--- src/rtl/psc_pkg.sv ---
package psc_pkg;
  typedef enum logic [1:0] {
    PS_ACTIVE = 2'd0,
    PS_DIM    = 2'd1,
    PS_DARK   = 2'd2,
    PS_SLEEP  = 2'd3
  } pstate_e;

  localparam int NSTG    = 3;
  localparam int A_FORCE = 3;
  localparam int A_STAT  = 4;
  localparam int B_FEN   = 0;
  localparam int B_WAKE  = 2;
endpackage

--- src/rtl/psc_idle_counter.sv ---
module psc_idle_counter #(
  parameter int TW = 16
) (
  input  logic          clk,
  input  logic          rst_n,
  input  logic          act,
  input  logic          tick,
  output logic [TW-1:0] cnt_q,
  output logic [TW-1:0] cnt_d
);
  localparam logic [TW-1:0] CMAX = '1;

  always_comb begin
    cnt_d = cnt_q;
    if (act)
      cnt_d = '0;
    else if (tick && (cnt_q != CMAX))
      cnt_d = cnt_q + TW'(1);
  end

  always_ff @(posedge clk or negedge rst_n) begin
    if (!rst_n) cnt_q <= '0;
    else        cnt_q <= cnt_d;
  end
endmodule

--- src/rtl/psc_stage_select.sv ---
module psc_stage_select
  import psc_pkg::*;
#(
  parameter int TW = 16,
  parameter int NS = NSTG
) (
  input  logic [TW-1:0]    cnt,
  input  logic [NS*TW-1:0] thr,
  output pstate_e          stage
);
  logic [NS-1:0] hit;

  for (genvar g = 0; g < NS; g++) begin : g_cmp
    assign hit[g] = (cnt >= thr[g*TW +: TW]);
  end

  always_comb begin
    stage = PS_ACTIVE;
    for (int i = 0; i < NS; i++)
      if (hit[i]) stage = pstate_e'(2'(i + 1));
  end
endmodule

--- src/rtl/psc_regs.sv ---
module psc_regs
  import psc_pkg::*;
#(
  parameter int TW = 16,
  parameter int DW = 16,
  parameter int AW = 3,
  parameter int NS = NSTG,
  parameter logic [NS*TW-1:0] THR_RST = '0
) (
  input  logic            clk,
  input  logic            rst_n,
  input  logic            wr,
  input  logic [AW-1:0]   addr,
  input  logic [DW-1:0]   wdata,
  input  pstate_e         state,
  input  logic            act,
  output logic [NS*TW-1:0] thr,
  output logic            force_en,
  output pstate_e         force_st,
  output logic            wake,
  output logic [DW-1:0]   rdata
);
  logic [TW-1:0] wv;
  logic [NS-1:0] lo_ok, hi_ok, sel;

  assign wv = wdata[TW-1:0];

  for (genvar g = 0; g < NS; g++) begin : g_thr
    assign sel[g] = wr && (addr == AW'(g));
    if (g == 0) begin : g_lo0
      assign lo_ok[g] = 1'b1;
    end else begin : g_lo
      assign lo_ok[g] = (wv >= thr[(g-1)*TW +: TW]);
    end
    if (g == NS - 1) begin : g_hiN
      assign hi_ok[g] = 1'b1;
    end else begin : g_hi
      assign hi_ok[g] = (wv <= thr[(g+1)*TW +: TW]);
    end

    always_ff @(posedge clk or negedge rst_n) begin
      if (!rst_n)
        thr[g*TW +: TW] <= THR_RST[g*TW +: TW];
      else if (sel[g] && lo_ok[g] && hi_ok[g])
        thr[g*TW +: TW] <= wv;
    end
  end

  always_ff @(posedge clk or negedge rst_n) begin
    if (!rst_n) begin
      force_en <= 1'b0;
      force_st <= PS_ACTIVE;
    end else if (wr && (addr == AW'(A_FORCE))) begin
      force_en <= wdata[B_FEN];
      force_st <= pstate_e'(wdata[B_FEN+2:B_FEN+1]);
    end
  end

  always_ff @(posedge clk or negedge rst_n) begin
    if (!rst_n)
      wake <= 1'b0;
    else if (act && (state != PS_ACTIVE))
      wake <= 1'b1;
    else if (wr && (addr == AW'(A_STAT)) && wdata[B_WAKE])
      wake <= 1'b0;
  end

  always_comb begin
    rdata = '0;
    for (int i = 0; i < NS; i++)
      if (addr == AW'(i)) rdata[TW-1:0] = thr[i*TW +: TW];
    if (addr == AW'(A_FORCE)) rdata[2:0] = {force_st, force_en};
    if (addr == AW'(A_STAT))  rdata[2:0] = {wake, state};
  end
endmodule

--- src/rtl/idle_pwr_ctrl.sv ---
module idle_pwr_ctrl
  import psc_pkg::*;
#(
  parameter int TW        = 16,
  parameter int DW        = 16,
  parameter int AW        = 3,
  parameter int DEF_DIM   = 10,
  parameter int DEF_DARK  = 20,
  parameter int DEF_SLEEP = 120
) (
  input  logic          clk,
  input  logic          rst_n,
  input  logic          act_pulse,
  input  logic          tick,
  input  logic          dev_present,
  input  logic          reg_wr,
  input  logic [AW-1:0] reg_addr,
  input  logic [DW-1:0] reg_wdata,
  output logic [DW-1:0] reg_rdata,
  output logic [1:0]    pwr_state,
  output logic          dim_en,
  output logic          dark_en,
  output logic          sleep_en
);
  localparam logic [NSTG*TW-1:0] THR_RST =
    {TW'(DEF_SLEEP), TW'(DEF_DARK), TW'(DEF_DIM)};

  logic [TW-1:0]      cnt_q, cnt_d;
  logic [NSTG*TW-1:0] thr;
  logic               force_en, wake_q;
  pstate_e            force_st, tmr_stage, state_q, state_d;

  psc_idle_counter #(.TW(TW)) u_cnt (
    .clk(clk), .rst_n(rst_n), .act(act_pulse), .tick(tick),
    .cnt_q(cnt_q), .cnt_d(cnt_d)
  );

  psc_stage_select #(.TW(TW), .NS(NSTG)) u_sel (
    .cnt(cnt_d), .thr(thr), .stage(tmr_stage)
  );

  psc_regs #(.TW(TW), .DW(DW), .AW(AW), .NS(NSTG), .THR_RST(THR_RST)) u_regs (
    .clk(clk), .rst_n(rst_n), .wr(reg_wr), .addr(reg_addr), .wdata(reg_wdata),
    .state(state_q), .act(act_pulse), .thr(thr), .force_en(force_en),
    .force_st(force_st), .wake(wake_q), .rdata(reg_rdata)
  );

  always_comb begin
    if (!dev_present)   state_d = PS_SLEEP;
    else if (force_en)  state_d = force_st;
    else if (act_pulse) state_d = PS_ACTIVE;
    else                state_d = tmr_stage;
  end

  always_ff @(posedge clk or negedge rst_n) begin
    if (!rst_n) state_q <= PS_ACTIVE;
    else        state_q <= state_d;
  end

  assign pwr_state = state_q;
  assign dim_en    = (state_q != PS_ACTIVE);
  assign dark_en   = (state_q == PS_DARK) || (state_q == PS_SLEEP);
  assign sleep_en  = (state_q == PS_SLEEP);
endmodule

--- config.mk ---
export PLATFORM = sky130hd
export DESIGN_NAME = idle_pwr_ctrl
export DESIGN_NICKNAME = d
export VERILOG_FILES = /design/src/rtl/psc_pkg.sv /design/src/rtl/psc_idle_counter.sv /design/src/rtl/psc_stage_select.sv /design/src/rtl/psc_regs.sv /design/src/rtl/idle_pwr_ctrl.sv
export SDC_FILE = /design/constraint.sdc
export NUM_CORES = 1
export LEC_CHECK = 0
export ABC_AREA = 1
export CAP_MARGIN = 10
export CORE_UTILIZATION = 55
export DETAILED_ROUTE_END_ITERATION = 8
export GPL_TIMING_DRIVEN = 0
export PLACE_DENSITY = 0.8
export SETUP_SLACK_MARGIN = 0.2
export SYNTH_ARGS = -nofsm -noshare
export SYNTH_HDL_FRONTEND = slang
export SYNTH_SLANG_ARGS = --single-unit
--- constraint.sdc ---
create_clock -name clk -period 5.4 [get_ports clk]
set_input_delay 0.54 -clock clk [delete_from_list [all_inputs] [get_ports clk]]
set_output_delay 0.54 -clock clk [all_outputs]
set_load 0.02 [all_outputs]
==> results.sh, run 1 <==
export IMPL_die_w_microns=105
export IMPL_syn_area_sq_um=5840
export IMPL_cap_violations=0
export IMPL_finalCriticalPeriod_ns=3.41
export IMPL_nFillCells=902
export IMPL_synth_xor_area_share_pct=1.95
export IMPL_synthTopCellsByArea="dfrtp_1 27%, ha_1 21%, nand2_1 17%"
export IMPL_crit_path_end_kind="flip-flop"
export IMPL_hold_buffers=0
export IMPL_first_pass_iters=5
export IMPL_final_cell_mix="260 x nand2_1, 97 x ha_1, 93 x inv_1, 62 x dfrtp_1, 58 x a21oi_1"
export IMPL_yosysSeqAreaShare_pct=30.2
export IMPL_post_cts_resized=0
export IMPL_synth_area_per_cell_sq_um=7.35
export IMPL_syn_inst=794
export IMPL_finalHoldViolCount=0
export IMPL_routed_top_layer="met4"
export IMPL_critPathKind="flip-flop to flip-flop"
export IMPL_hpwl_microns=12500
export IMPL_p_per_area_nw_per_um2=416
export IMPL_yosysTopAreaCellShare_pct=26.6
export IMPL_drc=0
export IMPL_ys_ff_latch=70
export IMPL_die_h_microns=105
export IMPL_antenna_found_initial=0
export IMPL_wirelength_microns=15600
export IMPL_synth_compound_gate_area_share_pct=9.99
export IMPL_core_area_sq_um=10300
export IMPL_path_clk_slew_ns=0.08
export IMPL_worstPathRequired_ns=5.65
export IMPL_finalWeightedCongestion=0.948
export IMPL_synth_top_family_by_area="simple AND/OR/NAND/NOR gates"
export IMPL_final_common_cell="nand2_1"
export IMPL_post_drt_wl_per_cell_microns=15.8
export IMPL_routedLengthMet1_microns=6740
export IMPL_synth_adder_area_share_pct=20.8
export IMPL_n_antenna_cell=0
export IMPL_vdd_drop_max_v=0.000254
export IMPL_drive_gt1_share_pct=5.62
export IMPL_drt_iter0_markers=528
export IMPL_fin_crit_sh_pct=63.2
export IMPL_grt_max_degree=71
export IMPL_area_growth_pct=14.6
export IMPL_syn_nets=916
export IMPL_clk_latency_ns=0.37
export IMPL_crit_arrival_ns=3.66
export IMPL_io_buffers=44
export IMPL_wl_met3_microns=897
export IMPL_cp_max_fo=10
export IMPL_startpoint_type="flip-flop"
export IMPL_hold_class="input pin to asynchronous set/reset pin"
export IMPL_yosys_area_share_simple_pct=29.1
export IMPL_vias=5635
export IMPL_root_buffer="clkbuf_8"
export IMPL_status="completed"
export IMPL_cts_buffer_depth=2
export IMPL_die_area_sq_um=11000
export IMPL_whs_ns=0.295
export IMPL_rsz0062_at_grt="false"
export IMPL_yosysUniqueCellTypes=37
export IMPL_cts_setup_buffers=0
export IMPL_cts_tree="done"
export IMPL_p_leak_nw=3.45
export IMPL_wl_met2_microns=7550
export IMPL_placed_cell_area_sq_um=6440
export IMPL_yosysWarnings=0
export IMPL_grt_pass1_wl_microns=25500
export IMPL_seqCellArea_sq_um=1760
export IMPL_start_util_pct=56.5
export IMPL_finClkSkew_ns=0.0135
export IMPL_clock_sinks=70
export IMPL_synth_area_mux_share_pct=0.193
export IMPL_setup_viol=0
export IMPL_via_per_inst=5.69
export IMPL_cts_buffers=9
export IMPL_cts_max_level=3
export IMPL_io_pins=46
export IMPL_final_max_slew_viol_count=0
export IMPL_netlist_top_cell_by_area="dfrtp_1"
export IMPL_ant_nets=0
export IMPL_multiInputGateArea_sq_um=3620
export IMPL_relSlewSlack_pct=40.1
export IMPL_grt_use_total_pct=29.6
export IMPL_max_freq_ghz=0.293
export IMPL_design_area_sq_um=6690
export IMPL_final_util_pct=64.8
export IMPL_nets=971
export IMPL_grt_overflow=0
export IMPL_grt_pass1_vias=5352
export IMPL_fin_tns_setup_ns=0
export IMPL_worst_slew_pin_slew_ns=0.898
export IMPL_row_count=37
## critical path, stage by stage, from the launching register on
cell	delay (ns)
dfrtp_1	0.43
ha_1	0.29
inv_1	0.11
nor3_4	0.21
nand3_1	0.11
nor2_1	0.11
nand2_1	0.09
nand2_4	0.12
buf_6	0.15
nand2_1	0.05
a21oi_1	0.37
ha_1	0.32
nand2_1	0.08
inv_1	0.04
nor2_1	0.07
o21ai_0	0.12
a21oi_1	0.23
nand2_1	0.08
nor2_1	0.12
nand2_1	0.08
nand2_1	0.07
nand2_1	0.05
## power breakdown
| group | internal (mW) | total (mW) | switching (mW) |
|---|---|---|---|
| combinational | 0.500 | 1.41 | 0.907 |
| sequential | 0.720 | 0.846 | 0.126 |
| clock | 0.309 | 0.533 | 0.224 |
## state kept, by name, summed over array words and instances (netlist names)
signal,cells
u_regs.wake,1
u_regs.force_en,1
u_regs.force_st,2
u_regs.thr,48
u_cnt.cnt_q,16
pwr_state,2
## cell families (layout without fill, tap and decap cells)
family                     after synthesis  count (layout)
DFF                                     70              70
buffers and inverters                  113             173
xor gates and xnor gates                13              13
muxes                                    1               1
AOI/OAI and AO/OA                      101             101
adders and majority gates               97              97
and+or+nand+nor                        399             399
## cell usage after synthesis
cell type  instances
mux2_2             1
inv_2              2
nor3_2             1
nand3_2            3
nand3_1           51
buf_1              1
o21a_1             4
nor4_1             1
o21bai_1           2
a22oi_1            1
nand4_1           24
nand2_4            1
clkbuf_1           8
o21ai_0           18
buf_2              5
xnor2_1            6
o211ai_1           1
buf_4              2
dfrtp_1           62
or2_2              1
nand2_1          260
nor3_4             1
a21oi_1           58
xor2_1             7
dfstp_2            8
ha_1              97
buf_6              2
o22ai_1            2
o221ai_1          13
nor2_2             3
a21o_1             1
inv_1             93
nand2_2            1
o2111ai_1          1
nor3_1            11
nor3b_1            1
nor2_1            40
## per-layer routing
layer | up-vias | track usage, %
li1 | 2755 | -
met1 | 2639 | 38.4
met2 | 200 | 50.6
met3 | 41 | 3.74
met4 | 0 | 10.7
met5 | - | 0
## cell type report
type,instances,share of cell area [%]
timing repair buffer,44,6.55
clock buffer,9,1.85
clock inverter,7,1.81
inverter,95,5.33
tap,136,2.54
sequential,70,26.3
multi-input combinational,611,54.1
buffer,18,1.44
## final timing paths
| path | start | endpoint | slack, ns | cells past startpoint |
|---|---|---|---|---|
| worst max-delay path | u_cnt.cnt_q[0] | pwr_state[1] | 1.99 | 21 |
| worst min-delay path | rst_n | u_cnt.cnt_q[7] | 0.30 | 1 |
| worst max register to register | u_cnt.cnt_q[0] | pwr_state[1] | 1.99 | 21 |
| worst min register to register | u_regs.thr[3] | u_regs.thr[3] | 0.47 | 2 |
| max in group asynchronous | rst_n | u_regs.thr[26] | 4.51 | 1 |
| min in group clk | u_regs.thr[3] | u_regs.thr[3] | 0.47 | 2 |
## per-stage QoR
stage | worst slack, ns | total power, mW | std cells
after detailed placement | 2.04 | 2.23 | 974
after CTS | 2.02 | 2.76 | 990
final | 1.99 | 2.79 | 990
after floorplan | 2.72 | 1.77 | 794
after global routing | 1.70 | 3.02 | 990
after global placement | 1.45 | 2.14 | 974
(Power assumes the default switching activity.)
==> run 2: changes to the inputs <==
CORE_UTILIZATION = 54   (was 55)
PLACE_DENSITY = 0.82   (was 0.8)
clock period = 3.08 ns   (was 5.4 ns; I/O delays follow)
==> run 2 against run 1 <==
  * Fmax increased by 18%
  * Final cell count increased by 1.2%
  * Die area increased by 1.8%
==> results.sh, run 2 (synthesis gave the netlist of run 1 again) <==
export IMPL_row_count=37
export IMPL_largest_reg_flops=48
export IMPL_nets=983
export IMPL_root_buffer="clkbuf_8"
export IMPL_path_clk_slew_ns=0.07
export IMPL_ant_nets=0
export IMPL_grt_use_total_pct=27.9
export IMPL_startpoint_type="flip-flop"
export IMPL_grt_overflow=0
export IMPL_fin_crit_sh_pct=93.6
export IMPL_hold_buffers=0
export IMPL_rrSetupSlack_ns=0.20
export IMPL_relSlewSlack_pct=21.6
export IMPL_drive_gt1_share_pct=12.0
export IMPL_switching_share_pct=46.0
export IMPL_slowest_delay_ns=0.40
export IMPL_io_buffers=44
export IMPL_worstPathRequired_ns=3.33
export IMPL_combPwrFrac_pct=53.1
export IMPL_r2r_end="pwr_state[0]"
export IMPL_die_h_microns=106
export IMPL_first_pass_iters=5
export IMPL_drt_iter0_markers=396
export IMPL_rr_startpoint="u_cnt.cnt_q[0]"
export IMPL_finalWeightedCongestion=0.961
export IMPL_setup_viol=0
export IMPL_largestRegisters="u_regs.thr (48), u_cnt.cnt_q (16)"
export IMPL_clkPwrFrac_pct=16.0
export IMPL_largest_register="u_regs.thr"
export IMPL_cap_violations=0
export IMPL_critPathKind="flip-flop to flip-flop"
export IMPL_fin_tns_setup_ns=0
export IMPL_crit_slowest_cell="dfrtp_1"
export IMPL_rsz0062_at_grt="true"
export IMPL_core_area_sq_um=10400
export IMPL_design_area_sq_um=7090
export IMPL_start_util_pct=56.0
export IMPL_cts_buffer_depth=2
export IMPL_crit_path_end_kind="flip-flop"
export IMPL_cts_tree="done"
export IMPL_cts_max_level=3
export IMPL_hpwl_microns=11700
export IMPL_p_int_mw=2.58
export IMPL_crit_arrival_ns=3.14
export IMPL_io_pins=46
export IMPL_max_freq_ghz=0.347
export IMPL_post_drt_wl_per_cell_microns=15.1
export IMPL_cts_buffers=9
export IMPL_p_per_area_nw_per_um2=676
export IMPL_wirelength_microns=15200
export IMPL_hold_class="input pin to asynchronous set/reset pin"
export IMPL_grt_pass1_vias=5192
export IMPL_die_area_sq_um=11200
export IMPL_clk_latency_ns=0.37
export IMPL_path_common_cell="nand2_1"
export IMPL_finClkSkew_ns=0.00981
export IMPL_finalHoldViolCount=0
export IMPL_pwr_share_seq_pct=30.8
export IMPL_worstRegToRegCells=23
export IMPL_vias=5519
export IMPL_p_sw_mw=2.20
export IMPL_antenna_found_initial=0
export IMPL_vdd_drop_max_v=0.000485
export IMPL_clock_sinks=70
export IMPL_crit_start="u_cnt.cnt_q[0]"
export IMPL_placed_cell_area_sq_um=6440
export IMPL_finalCriticalPeriod_ns=2.88
export IMPL_final_common_cell="nand2_1"
export IMPL_grt_max_degree=71
export IMPL_final_max_slew_viol_count=0
export IMPL_status="completed"
export IMPL_die_w_microns=106
export IMPL_area_growth_pct=21.4
export IMPL_grt_pass1_wl_microns=24400
export IMPL_n_antenna_cell=0
export IMPL_power_mw=4.79
export IMPL_p_leak_nw=3.57
export IMPL_cp_cell_sequence="ha_4 -> inv_4 -> nor3_4 -> nand3_1 -> nor2_1 -> nand2_1 -> nand2_4 -> buf_6 -> buf_8 -> nand2_4 -> a21oi_4 -> ha_4 -> nand2_1 -> inv_1 -> nor2_2 -> o21a_1 -> nand2_1 -> nand2_1 -> nand2_1 -> nor2_2 -> nand2_1 -> nand2_1 -> nand2_1"
export IMPL_cp_endpoint="pwr_state[0]"
export IMPL_drc=0
export IMPL_cp_max_fo=6
export IMPL_final_cell_mix="255 x nand2_1, 91 x inv_1, 87 x ha_1, 61 x dfrtp_1, 50 x nand3_1"
export IMPL_worst_slew_pin_slew_ns=1.18
export IMPL_whs_ns=0.0538
export IMPL_via_per_inst=5.51
## run 2: cell count changes in the layout (fill, tap and decap cells not counted), sizes merged
cell,previous run,this run
clkbuf,17,18
dlymetal6s2s,0,2
bufinv,3,1
buf,11,23
clkdlybuf4s50,43,41
inv,96,95
clkinv,3,4
clkinvlp,0,1
## run 2: per-layer routing
layer,vias to the layer above,GRT usage (%),part of all wire [%]
met5,-,0,0
met4,0,8.13,1.8
met3,22,5.15,4.9
met2,158,46.6,47
met1,2559,37.0,46
li1,2780,-,-
## run 2: critical path: cells and delay by family (launching register included)
kind	cells	cell delay (ns)
buf+inv	4	0.35
compound gates	2	0.37
fa+ha+maj	2	0.42
simple gates	15	1.23
flops	1	0.40
## run 2: worst min path at each step
| stage | endpoint | slack, ns | cells past startpoint |
|---|---|---|---|
| 2_1_floorplan | pwr_state[0] | 0.01 | 0 |
| 3_3_place_gp | u_regs.thr[38] | 0.45 | 2 |
| 3_5_place_dp | u_regs.thr[35] | 0.45 | 2 |
| 4_1_cts | u_regs.thr[2] | 0.1 | 1 |
| 5_1_grt | u_regs.thr[41] | 0.13 | 1 |
| 6_report | u_regs.thr[9] | 0.05 | 1 |
## run 2: power groups by stage
| stage | combinational, mW | clock (mW) | sequential (mW) |
|---|---|---|---|
| finish | 2.54 | 0.767 | 1.48 |
| detailed placement | 2.36 | 0 | 1.48 |
| global placement | 2.28 | 0 | 1.47 |
| global route | 2.88 | 0.811 | 1.52 |
| floorplan | 1.68 | 0 | 1.43 |
| CTS | 2.47 | 0.769 | 1.47 |
## run 2: final cells by class
class	count	area, sq um
Timing Repair Buffer	56	557
Clock buffer	10	138
Sequential cell	70	1760
Fill cell	845	3330
Buffer	18	98.8
Inverter	95	362
Multi-Input combinational cell	611	3940
Clock inverter	6	61.3
Tap cell	136	170
## run 2: stage by stage
stage	utilization, %	worst slack [ns]	instances
floorplan	-	0.404	794
global placement	61.9	-0.649	974
detailed placement	61.9	-0.228	974
CTS	67.1	0.155	1000
global route	68.0	-0.0112	1002
finish	68.0	0.198	1002
## run 2: what timing repair did
action | 4_1_cts | 5_1_grt
setup buffers | 10 | 2
endpoints found under the setup margin | 2 | 12
pin swaps | 26 | 18
resized for setup | 48 | 23
